### src/rtl/dbs_pkg.sv
package dbs_pkg;

  typedef enum logic [1:0] {
    ACC_EDO_RD = 2'd0,
    ACC_RD     = 2'd1,
    ACC_WR     = 2'd2
  } acc_kind_t;

  localparam int unsigned STEP_W = 3;

  localparam logic [STEP_W-1:0] LEN_EDO_RD = 3'd4;
  localparam logic [STEP_W-1:0] LEN_RD     = 3'd5;
  localparam logic [STEP_W-1:0] LEN_WR     = 3'd6;

  // Busy cycles of a two-beat page-mode line, fixed per access type
  function automatic logic [STEP_W-1:0] acc_len(acc_kind_t k);
    case (k)
      ACC_EDO_RD: acc_len = LEN_EDO_RD;
      ACC_RD:     acc_len = LEN_RD;
      default:    acc_len = LEN_WR;
    endcase
  endfunction

endpackage

### src/rtl/dbs_req_route.sv
module dbs_req_route
  import dbs_pkg::*;
#(
  parameter int NUM_BANKS = 4,
  parameter int BANK_W    = 2
) (
  input  logic                 req_valid,
  input  logic [BANK_W-1:0]    req_bank,
  input  logic                 req_write,
  input  logic                 req_edo,
  input  logic [NUM_BANKS-1:0] busy,
  output logic                 req_ready,
  output logic [NUM_BANKS-1:0] start,
  output acc_kind_t            kind
);

  assign req_ready = !busy[req_bank];

  always_comb begin
    if (req_write)    kind = ACC_WR;
    else if (req_edo) kind = ACC_EDO_RD;
    else              kind = ACC_RD;
  end

  for (genvar i = 0; i < NUM_BANKS; i++) begin : g_sel
    assign start[i] = req_valid && req_ready && (req_bank == BANK_W'(i));
  end

endmodule

### src/rtl/dbs_bank_timer.sv
module dbs_bank_timer
  import dbs_pkg::*;
#(
  parameter int ROW_W  = 12,
  parameter int COL_W  = 10,
  parameter int ADDR_W = 12
) (
  input  logic              clk,
  input  logic              rst,
  input  logic              start,
  input  acc_kind_t         kind_in,
  input  logic [ROW_W-1:0]  row_in,
  input  logic [COL_W-1:0]  col_in,
  output logic              busy,
  output logic              ras_n,
  output logic              cas_n,
  output logic              we_n,
  output logic [ADDR_W-1:0] addr,
  output logic              rd_beat,
  output logic              wr_beat
);

  logic [STEP_W-1:0] step_q, step_d, cas2_d;
  acc_kind_t         kind_q, kind_d;
  logic [ROW_W-1:0]  row_q, row_d;
  logic [COL_W-1:0]  col_q, col_d, col_inc;
  logic              is_cas, ras_d, cas_d, we_d, rd_d, wr_d;
  logic [ADDR_W-1:0] addr_d;

  always_comb begin
    step_d = step_q;
    kind_d = kind_q;
    row_d  = row_q;
    col_d  = col_q;
    if (start) begin
      step_d = 3'd1;
      kind_d = kind_in;
      row_d  = row_in;
      col_d  = col_in;
    end else if (step_q != '0) begin
      step_d = (step_q == acc_len(kind_q)) ? '0 : step_q + 3'd1;
    end

    // outputs for the next cycle, decoded from the next step
    cas2_d  = acc_len(kind_d) - 3'd1;
    col_inc = col_d + COL_W'(1);
    is_cas  = (step_d == 3'd2) || (step_d == cas2_d);
    ras_d   = !((step_d != '0) && (step_d <= cas2_d));
    cas_d   = !is_cas;
    we_d    = !((kind_d == ACC_WR) && (step_d >= 3'd2) && (step_d <= cas2_d));
    rd_d    = is_cas && (kind_d != ACC_WR);
    wr_d    = is_cas && (kind_d == ACC_WR);
    addr_d  = '0;
    if (step_d == 3'd1)      addr_d = ADDR_W'(row_d);
    else if (step_d == 3'd2) addr_d = ADDR_W'(col_d);
    else if (is_cas)         addr_d = ADDR_W'(col_inc);
  end

  always_ff @(posedge clk) begin
    if (rst) begin
      step_q  <= '0;
      kind_q  <= ACC_RD;
      row_q   <= '0;
      col_q   <= '0;
      busy    <= 1'b0;
      ras_n   <= 1'b1;
      cas_n   <= 1'b1;
      we_n    <= 1'b1;
      addr    <= '0;
      rd_beat <= 1'b0;
      wr_beat <= 1'b0;
    end else begin
      step_q  <= step_d;
      kind_q  <= kind_d;
      row_q   <= row_d;
      col_q   <= col_d;
      busy    <= (step_d != '0);
      ras_n   <= ras_d;
      cas_n   <= cas_d;
      we_n    <= we_d;
      addr    <= addr_d;
      rd_beat <= rd_d;
      wr_beat <= wr_d;
    end
  end

endmodule

### src/rtl/dram_bank_seq.sv
module dram_bank_seq
  import dbs_pkg::*;
#(
  parameter int NUM_BANKS = 4,
  parameter int ROW_W     = 12,
  parameter int COL_W     = 10,
  localparam int BANK_W   = (NUM_BANKS > 1) ? $clog2(NUM_BANKS) : 1,
  localparam int ADDR_W   = (ROW_W > COL_W) ? ROW_W : COL_W
) (
  input  logic                        clk,
  input  logic                        rst,
  input  logic                        req_valid,
  input  logic [BANK_W-1:0]           req_bank,
  input  logic [ROW_W-1:0]            req_row,
  input  logic [COL_W-1:0]            req_col,
  input  logic                        req_write,
  input  logic                        req_edo,
  output logic                        req_ready,
  output logic [NUM_BANKS-1:0]        bank_busy,
  output logic [NUM_BANKS-1:0]        ras_n,
  output logic [NUM_BANKS-1:0]        cas_n,
  output logic [NUM_BANKS-1:0]        we_n,
  output logic [NUM_BANKS*ADDR_W-1:0] dram_addr,
  output logic [NUM_BANKS-1:0]        rd_beat,
  output logic [NUM_BANKS-1:0]        wr_beat
);

  logic [NUM_BANKS-1:0] start;
  acc_kind_t            kind;

  dbs_req_route #(
    .NUM_BANKS (NUM_BANKS),
    .BANK_W    (BANK_W)
  ) u_route (
    .req_valid (req_valid),
    .req_bank  (req_bank),
    .req_write (req_write),
    .req_edo   (req_edo),
    .busy      (bank_busy),
    .req_ready (req_ready),
    .start     (start),
    .kind      (kind)
  );

  for (genvar i = 0; i < NUM_BANKS; i++) begin : g_bank
    dbs_bank_timer #(
      .ROW_W  (ROW_W),
      .COL_W  (COL_W),
      .ADDR_W (ADDR_W)
    ) u_timer (
      .clk     (clk),
      .rst     (rst),
      .start   (start[i]),
      .kind_in (kind),
      .row_in  (req_row),
      .col_in  (req_col),
      .busy    (bank_busy[i]),
      .ras_n   (ras_n[i]),
      .cas_n   (cas_n[i]),
      .we_n    (we_n[i]),
      .addr    (dram_addr[i*ADDR_W +: ADDR_W]),
      .rd_beat (rd_beat[i]),
      .wr_beat (wr_beat[i])
    );
  end

endmodule

### config.mk
export PLATFORM = sky130hd
export DESIGN_NAME = dram_bank_seq
export DESIGN_NICKNAME = d
export VERILOG_FILES = /design/src/rtl/dbs_pkg.sv /design/src/rtl/dbs_req_route.sv /design/src/rtl/dbs_bank_timer.sv /design/src/rtl/dram_bank_seq.sv
export SDC_FILE = /design/constraint.sdc
export NUM_CORES = 1
export LEC_CHECK = 0
export BUFFER_PORTS_ARGS = -buffer_cell sky130_fd_sc_hd__buf_2
export CAP_MARGIN = 30
export CELL_PAD_IN_SITES_DETAIL_PLACEMENT = 1
export CELL_PAD_IN_SITES_GLOBAL_PLACEMENT = 2
export CORE_ASPECT_RATIO = 1.25
export CORE_MARGIN = 2
export CORE_UTILIZATION = 30
export CTS_CLUSTER_DIAMETER = 30
export DETAILED_ROUTE_END_ITERATION = 10
export PLACE_DENSITY = 0.71
export SETUP_SLACK_MARGIN = 0.3
export SLEW_MARGIN = 20
export SYNTH_ARGS = -nofsm -noshare
export SYNTH_HDL_FRONTEND = slang
export SYNTH_SLANG_ARGS = --single-unit
### constraint.sdc
create_clock -name clk -period 5 [get_ports clk]
set_input_delay 1.5 -clock clk [delete_from_list [all_inputs] [get_ports clk]]
set_output_delay 1.5 -clock clk [all_outputs]
set_load 0.005 [all_outputs]
# Word-level counts from Yosys, hierarchy flattened
# Index checks and enable logic that the tools add are counted.
# totals
out_inout_bits	73
mem_count	0
latchBits	0
input_bits	29
mem_bits_rw	0
rom_bits	0
ff_bits	180
elab_cells	215
# op_classes
n_mul	0
n_shift	0
n_mux	56
magnitude_cmp	9
n_addsub	12
eq_ne	35
n_div	0
n_bitwise	0
n_reduce_logical	59
# ops
operator	n
12-bit two-way mux	12
10-bit two-way mux	8
3-bit two-way mux	20
10-bit by 1-bit adder with 10-bit output, second input constant	4
2-bit case mux with 2 select lines	8
1-bit logical AND	25
3-bit equality test	8
3-bit nonzero test	8
2-bit by 1-bit equality test with 1-bit output, second input constant	9
2-bit logical NOT	9
1-bit logical NOT	13
3-bit by 1-bit adder with 3-bit output, second input constant	4
2-bit equality test, second input constant	6
3-bit by 1-bit equality test with 1-bit output, second input constant	4
3-bit by 2-bit equality test with 1-bit output, second input constant	4
3-bit by 2-bit greater-or-equal comparator with 1-bit output, second input constant	4
3-bit <= comparator	4
3-bit by 1-bit subtractor with 3-bit output, second input constant	4
2-bit two-way mux	5
2-bit != test, second input constant	4
1-bit logical OR	4
2-bit by 3-bit less-than comparator with 1-bit output, second input constant	1
1-bit binary-select mux with 2-bit select	1
1-bit two-way mux	2

# Logic depth before layout (Yosys ltp)
# depth
depth_word	15
depth_mapped	14
mapped_depth_nobuf	14

# Hierarchy
# Synthesis repeated with hierarchy kept, for this count alone.
# unflattened
cells_unflattened	1013
hier_area_um2	9459.1
# modules_own_cells
mod	cells_per_inst	area_each_um2	n_inst	seq_area_each_um2
dbs_bank_timer	251	2346.0	4	900.9
dbs_req_route	9	75.1	1	0.0

# Worst setup path after synthesis
# Ideal clock, no wire load.
# synth_timing
path_type	input -> register
startpoint	input req_bank[0]
endpoint	register g_bank[0].u_timer.we_n
slack_ps	998
setup_ps	134
path_buffers	4
cell_stages	11
t_arrival_ps	3868
cell_sequence	buf_4 or4b_4 buf_6 buf_2 buf_2 o21a_1 ha_1 nor2b_1 o21ai_0 a21oi_1 or4_1
# synth_via
elab_chain_cells	12
# synth_rtl
item	line	text
from (decl)	dram_bank_seq.sv:13	input logic [BANK_W-1:0] req_bank,
1-bit binary-select mux with 2-bit select	dbs_req_route.sv:17	assign req_ready = !busy[req_bank];
1-bit two-way mux (implied by the code)	dbs_req_route.sv:17	
1-bit logical NOT	dbs_req_route.sv:17	
1-bit logical AND	dbs_req_route.sv:26	assign start[i] = req_valid && req_ready && (req_bank == BANK_W'(i));
1-bit logical AND (*)	dbs_req_route.sv:26	
2-bit two-way mux	dbs_bank_timer.sv:35	if (start) begin
2-bit by 1-bit equality test with 1-bit output or 2-bit logical NOT (tied branches)	dbs_pkg.sv:17	case (k)
2-bit case mux with 2 select lines	dbs_pkg.sv:17	
3-bit by 1-bit subtractor with 3-bit output	dbs_bank_timer.sv:45	cas2_d = acc_len(kind_d) - 3'd1;
3-bit <= comparator	dbs_bank_timer.sv:50	we_d = !((kind_d == ACC_WR) && (step_d >= 3'd2) && (step_d <= cas2_d));
1-bit logical AND (*)	dbs_bank_timer.sv:50	
1-bit logical NOT (*)	dbs_bank_timer.sv:50	
to (signal assigned)	dbs_bank_timer.sv:80	we_n <= we_d;
to (decl)	dbs_bank_timer.sv:17	output logic we_n,
# Mark *: on every way between the ends. The rest lies on a longest branch, timed or not. The select of a mux whose other input is x is not followed.
# A chain may end at the register's enable or synchronous reset.

# Worst setup path after layout
# layout_timing
startpoint	input req_bank[0]
endpoint	output req_ready
# layout_via
elab_chain_cells	3
# layout_rtl
item	line	text
1-bit binary-select mux with 2-bit select	dbs_req_route.sv:17	
1-bit two-way mux (implied by the code)	dbs_req_route.sv:17	
1-bit logical NOT	dbs_req_route.sv:17	
to (decl)	dram_bank_seq.sv:18	output logic req_ready,
# Every way passes these cells. The select of a mux whose other input is x is not followed.

==> results.txt <==
Outcome: finished clean
Final Hold Vio Count: 0
Antenna diodes: 0
CP max-delay cell: mux4_2
Root buf cell: clkbuf_16
Final Routed Wirelength: 25.1 mm
RSZ-0062 raised after global routing: no
Top cell by count, worst path: buf_2
Multi-input logic area: 0.00403 mm2
Top cell type by total area after synthesis: dfxtp_1
Hpwl dp: 18.4 mm
Met1 Usage GRT: 22.8%
YS warnings: 0
Area Overhead vs Synth: 15.5%
Total track usage: 18.0%
Input/output buffers: 101
CTS resizes: 0
Crit. End Element: output pin
Area share of the largest cell type after synthesis: 44.2%
VDD IR max: 0.228 mV
Asr flop ratio synth: 0%
Core area: 0.0267 mm2
Drt initial violations: 309
Post-Route Setup TNS: 0 ns
Nets: 1,048
Synthesized area: 0.00815 mm2
Leading post-synthesis cells by cell area: dfxtp_1, nand2_1, mux2i_1, a21oi_1, nor2_1
Wire per inst: 18.6 um
DRT antenna net count: 0
Top delay family on crit path: multiplexers
Critical R2R Capture: g_bank[0].u_timer.addr[4]$_SDFF_PP0_
Post-synthesis instance total: 930
Critical Path AT: 2.46 ns
Final setup fails: 0
Tcrit/Tclk final: 79.2%
Fin crit period: 3.96 ns
Global route hottest layer: met2
R2r worst-path depth: 8
Vias in the first global route: 6,679
Clock transition at path regs: 0.06 ns
Filler instances: 3,140
Maxcap violations: 0
Crit path cell chain: buf_2 -> mux4_2 -> inv_1 -> buf_2
GRT Residual Overflow: 0
DIE AREA: 0.0285 mm2
Die H: 188 um
H-Tree Depth: 4
Startpoint Class: input pin
EDFF count, synth: 0
Met3 Use GR: 3.39%
Hold_ws: 0.456 ns
Crit path largest cell delay: 0.53 ns
Max Slew Vio Count: 0
CTS tree: done
Width of the die: 151 um
Crit. Startpoint: req_bank[0]
Worst Tran Pin Value: 0.866 ns
Layout cells sized above 1: 17.0%
PD cells: 464 mW/mm2
Drt pass-1 iters: 4
CP Depth: 4
I/O pins: 102
Clk_lat worst skew: 0.45 ns
CTS sink count: 180
WS Path Type: input pin to output pin
Register area share after synthesis: 44.2%
Hold crit path type: flip-flop to flip-flop
Largest net degree at the start of global routing: 76
CTS Hold Buffers Added: 0
Met2 GRT Util: 31.2%
CTS max path bufs: 2
Placed Cells: 1,321
Most frequent cell after synthesis: dfxtp_1
DR vias: 6,699
Post-synthesis net count: 983
FF-to-FF setup slack: 2.22 ns
GP Congestion: 0.793
First-pass GRT wire length: 38.7 mm
Slew headroom: 42.2%
Final worst clock skew: 0.0107 ns
Most instantiated cells after synthesis: dfxtp_1, nand2_1, nor2_1
Non-Filler Instances: 1,353
Yosys cell types: 67
Avg Cell Area, Syn: 8.76 um2
Reg2reg start: g_bank[0].u_timer.busy$_SDFF_PP0_
Antenna violations before repair: 2
Synth Register Bits: 180
Initial Util: 30.5%
Num CTS Buffers: 17
Critical path peak fanout: 9
Drt drc: 0
Vias/cell: 4.95
FMAX: 253 MHz
Storage cell area: 0.00360 mm2
Ys flop type: dfxtp_1
Worst Path Buf+Inv: 3
Leakage power: 3.91 nW
Worst Setup EP: req_ready
Critical Path RT: 3.50 ns
Rows: 67
Setup Buffers After CTS: 0
metrics by stage:
stage	instance area, um2	worst slack (ns)	util [%]	total power, mW
after floorplan	8150	0.998	-	2.62
after global placement	8810	0.908	32.9	2.99
after detailed placement	8810	0.874	32.9	3.01
after CTS	9410	1.01	35.2	4.43
after global routing	9410	1.00	35.2	4.64
final	9410	1.04	35.2	4.37
logic make-up after synthesis:
logic type | after synthesis | synth area share, %
adders and majority gates | 24 | 3.68
DFF | 180 | 44.2
and+or+nand+nor | 357 | 20.8
muxes | 51 | 6.69
buffers and inverters | 102 | 6.31
xor gates and xnor gates | 32 | 3.44
AOI/OAI and AO/OA | 184 | 14.8
tightest hold or removal path: stages (launching register included):
cell     delay (ns)
dfxtp_1        0.30
nand2_1        0.05
a21oi_1        0.06
worst min path at each step:
| stage | from | endpoint | slack [ns] | cells past startpoint |
|---|---|---|---|---|
| after CTS | g_bank[1].u_timer.row_q[11]$_SDFF_PP0_ | g_bank[1].u_timer.row_q[11]$_SDFF_PP0_ | 0.46 | 2 |
| after detailed placement | g_bank[1].u_timer.row_q[11]$_SDFF_PP0_ | g_bank[1].u_timer.row_q[11]$_SDFF_PP0_ | 0.45 | 2 |
| final | g_bank[3].u_timer.row_q[11]$_SDFF_PP0_ | g_bank[3].u_timer.row_q[11]$_SDFF_PP0_ | 0.46 | 2 |
| after floorplan | g_bank[0].u_timer.row_q[10]$_SDFF_PP0_ | g_bank[0].u_timer.row_q[10]$_SDFF_PP0_ | 0.43 | 2 |
| after global routing | g_bank[2].u_timer.row_q[2]$_SDFF_PP0_ | g_bank[2].u_timer.row_q[2]$_SDFF_PP0_ | 0.49 | 2 |
| after global placement | g_bank[0].u_timer.row_q[11]$_SDFF_PP0_ | g_bank[0].u_timer.row_q[11]$_SDFF_PP0_ | 0.44 | 2 |
cells in the final DEF, fill, tap and decap left out, types with 8 or more instances in the layout:
cell,netlist,layout
a21oi_1,65,65
a22o_1,21,21
and2_1,13,13
and3_1,9,9
buf_2,12,100
buf_4,29,16
clkbuf_16,0,17
dfxtp_1,180,180
ha_1,24,24
inv_1,32,32
mux2i_1,45,45
nand2_1,141,141
nand3_1,35,35
nand4_1,8,8
nor2_1,84,84
nor2b_1,14,14
nor3_1,11,11
o21a_1,11,11
o21ai_0,24,24
o21ai_1,8,8
o31ai_1,8,8
xnor2_1,15,15
xor2_1,17,17
metal layers:
layer  part of all wire (%)  vias up
met5                  0.091        -
li1                       -     3307
met4                    1.2        4
met2                     50       86
met3                    3.1       26
met1                     45     3276
power breakdown:
| part | internal [mW] | switching [mW] | total (mW) |
|---|---|---|---|
| registers | 1.59 | 0.0995 | 1.69 |
| clock network | 0.793 | 0.620 | 1.41 |
| logic | 0.481 | 0.785 | 1.27 |
state kept, by name, indices dropped and copies added, names as in the netlist:
signal                  count
g_bank.u_timer.ras_n        4
g_bank.u_timer.step_q      12
g_bank.u_timer.cas_n        4
g_bank.u_timer.kind_q       8
g_bank.u_timer.we_n         4
g_bank.u_timer.row_q       48
g_bank.u_timer.busy         4
g_bank.u_timer.rd_beat      4
g_bank.u_timer.wr_beat      4
g_bank.u_timer.addr        48
g_bank.u_timer.col_q       40
final cells by class:
type                       count  area share (%)
clock buffer                  18            4.56
clock inverter                14            1.86
inverter                      32            1.28
multi-input combinational    648            42.8
sequential                   180            38.3
tap                          345            4.59
timing repair buffer         116            6.59
No activity file was read; power rests on OpenSTA's default activity.
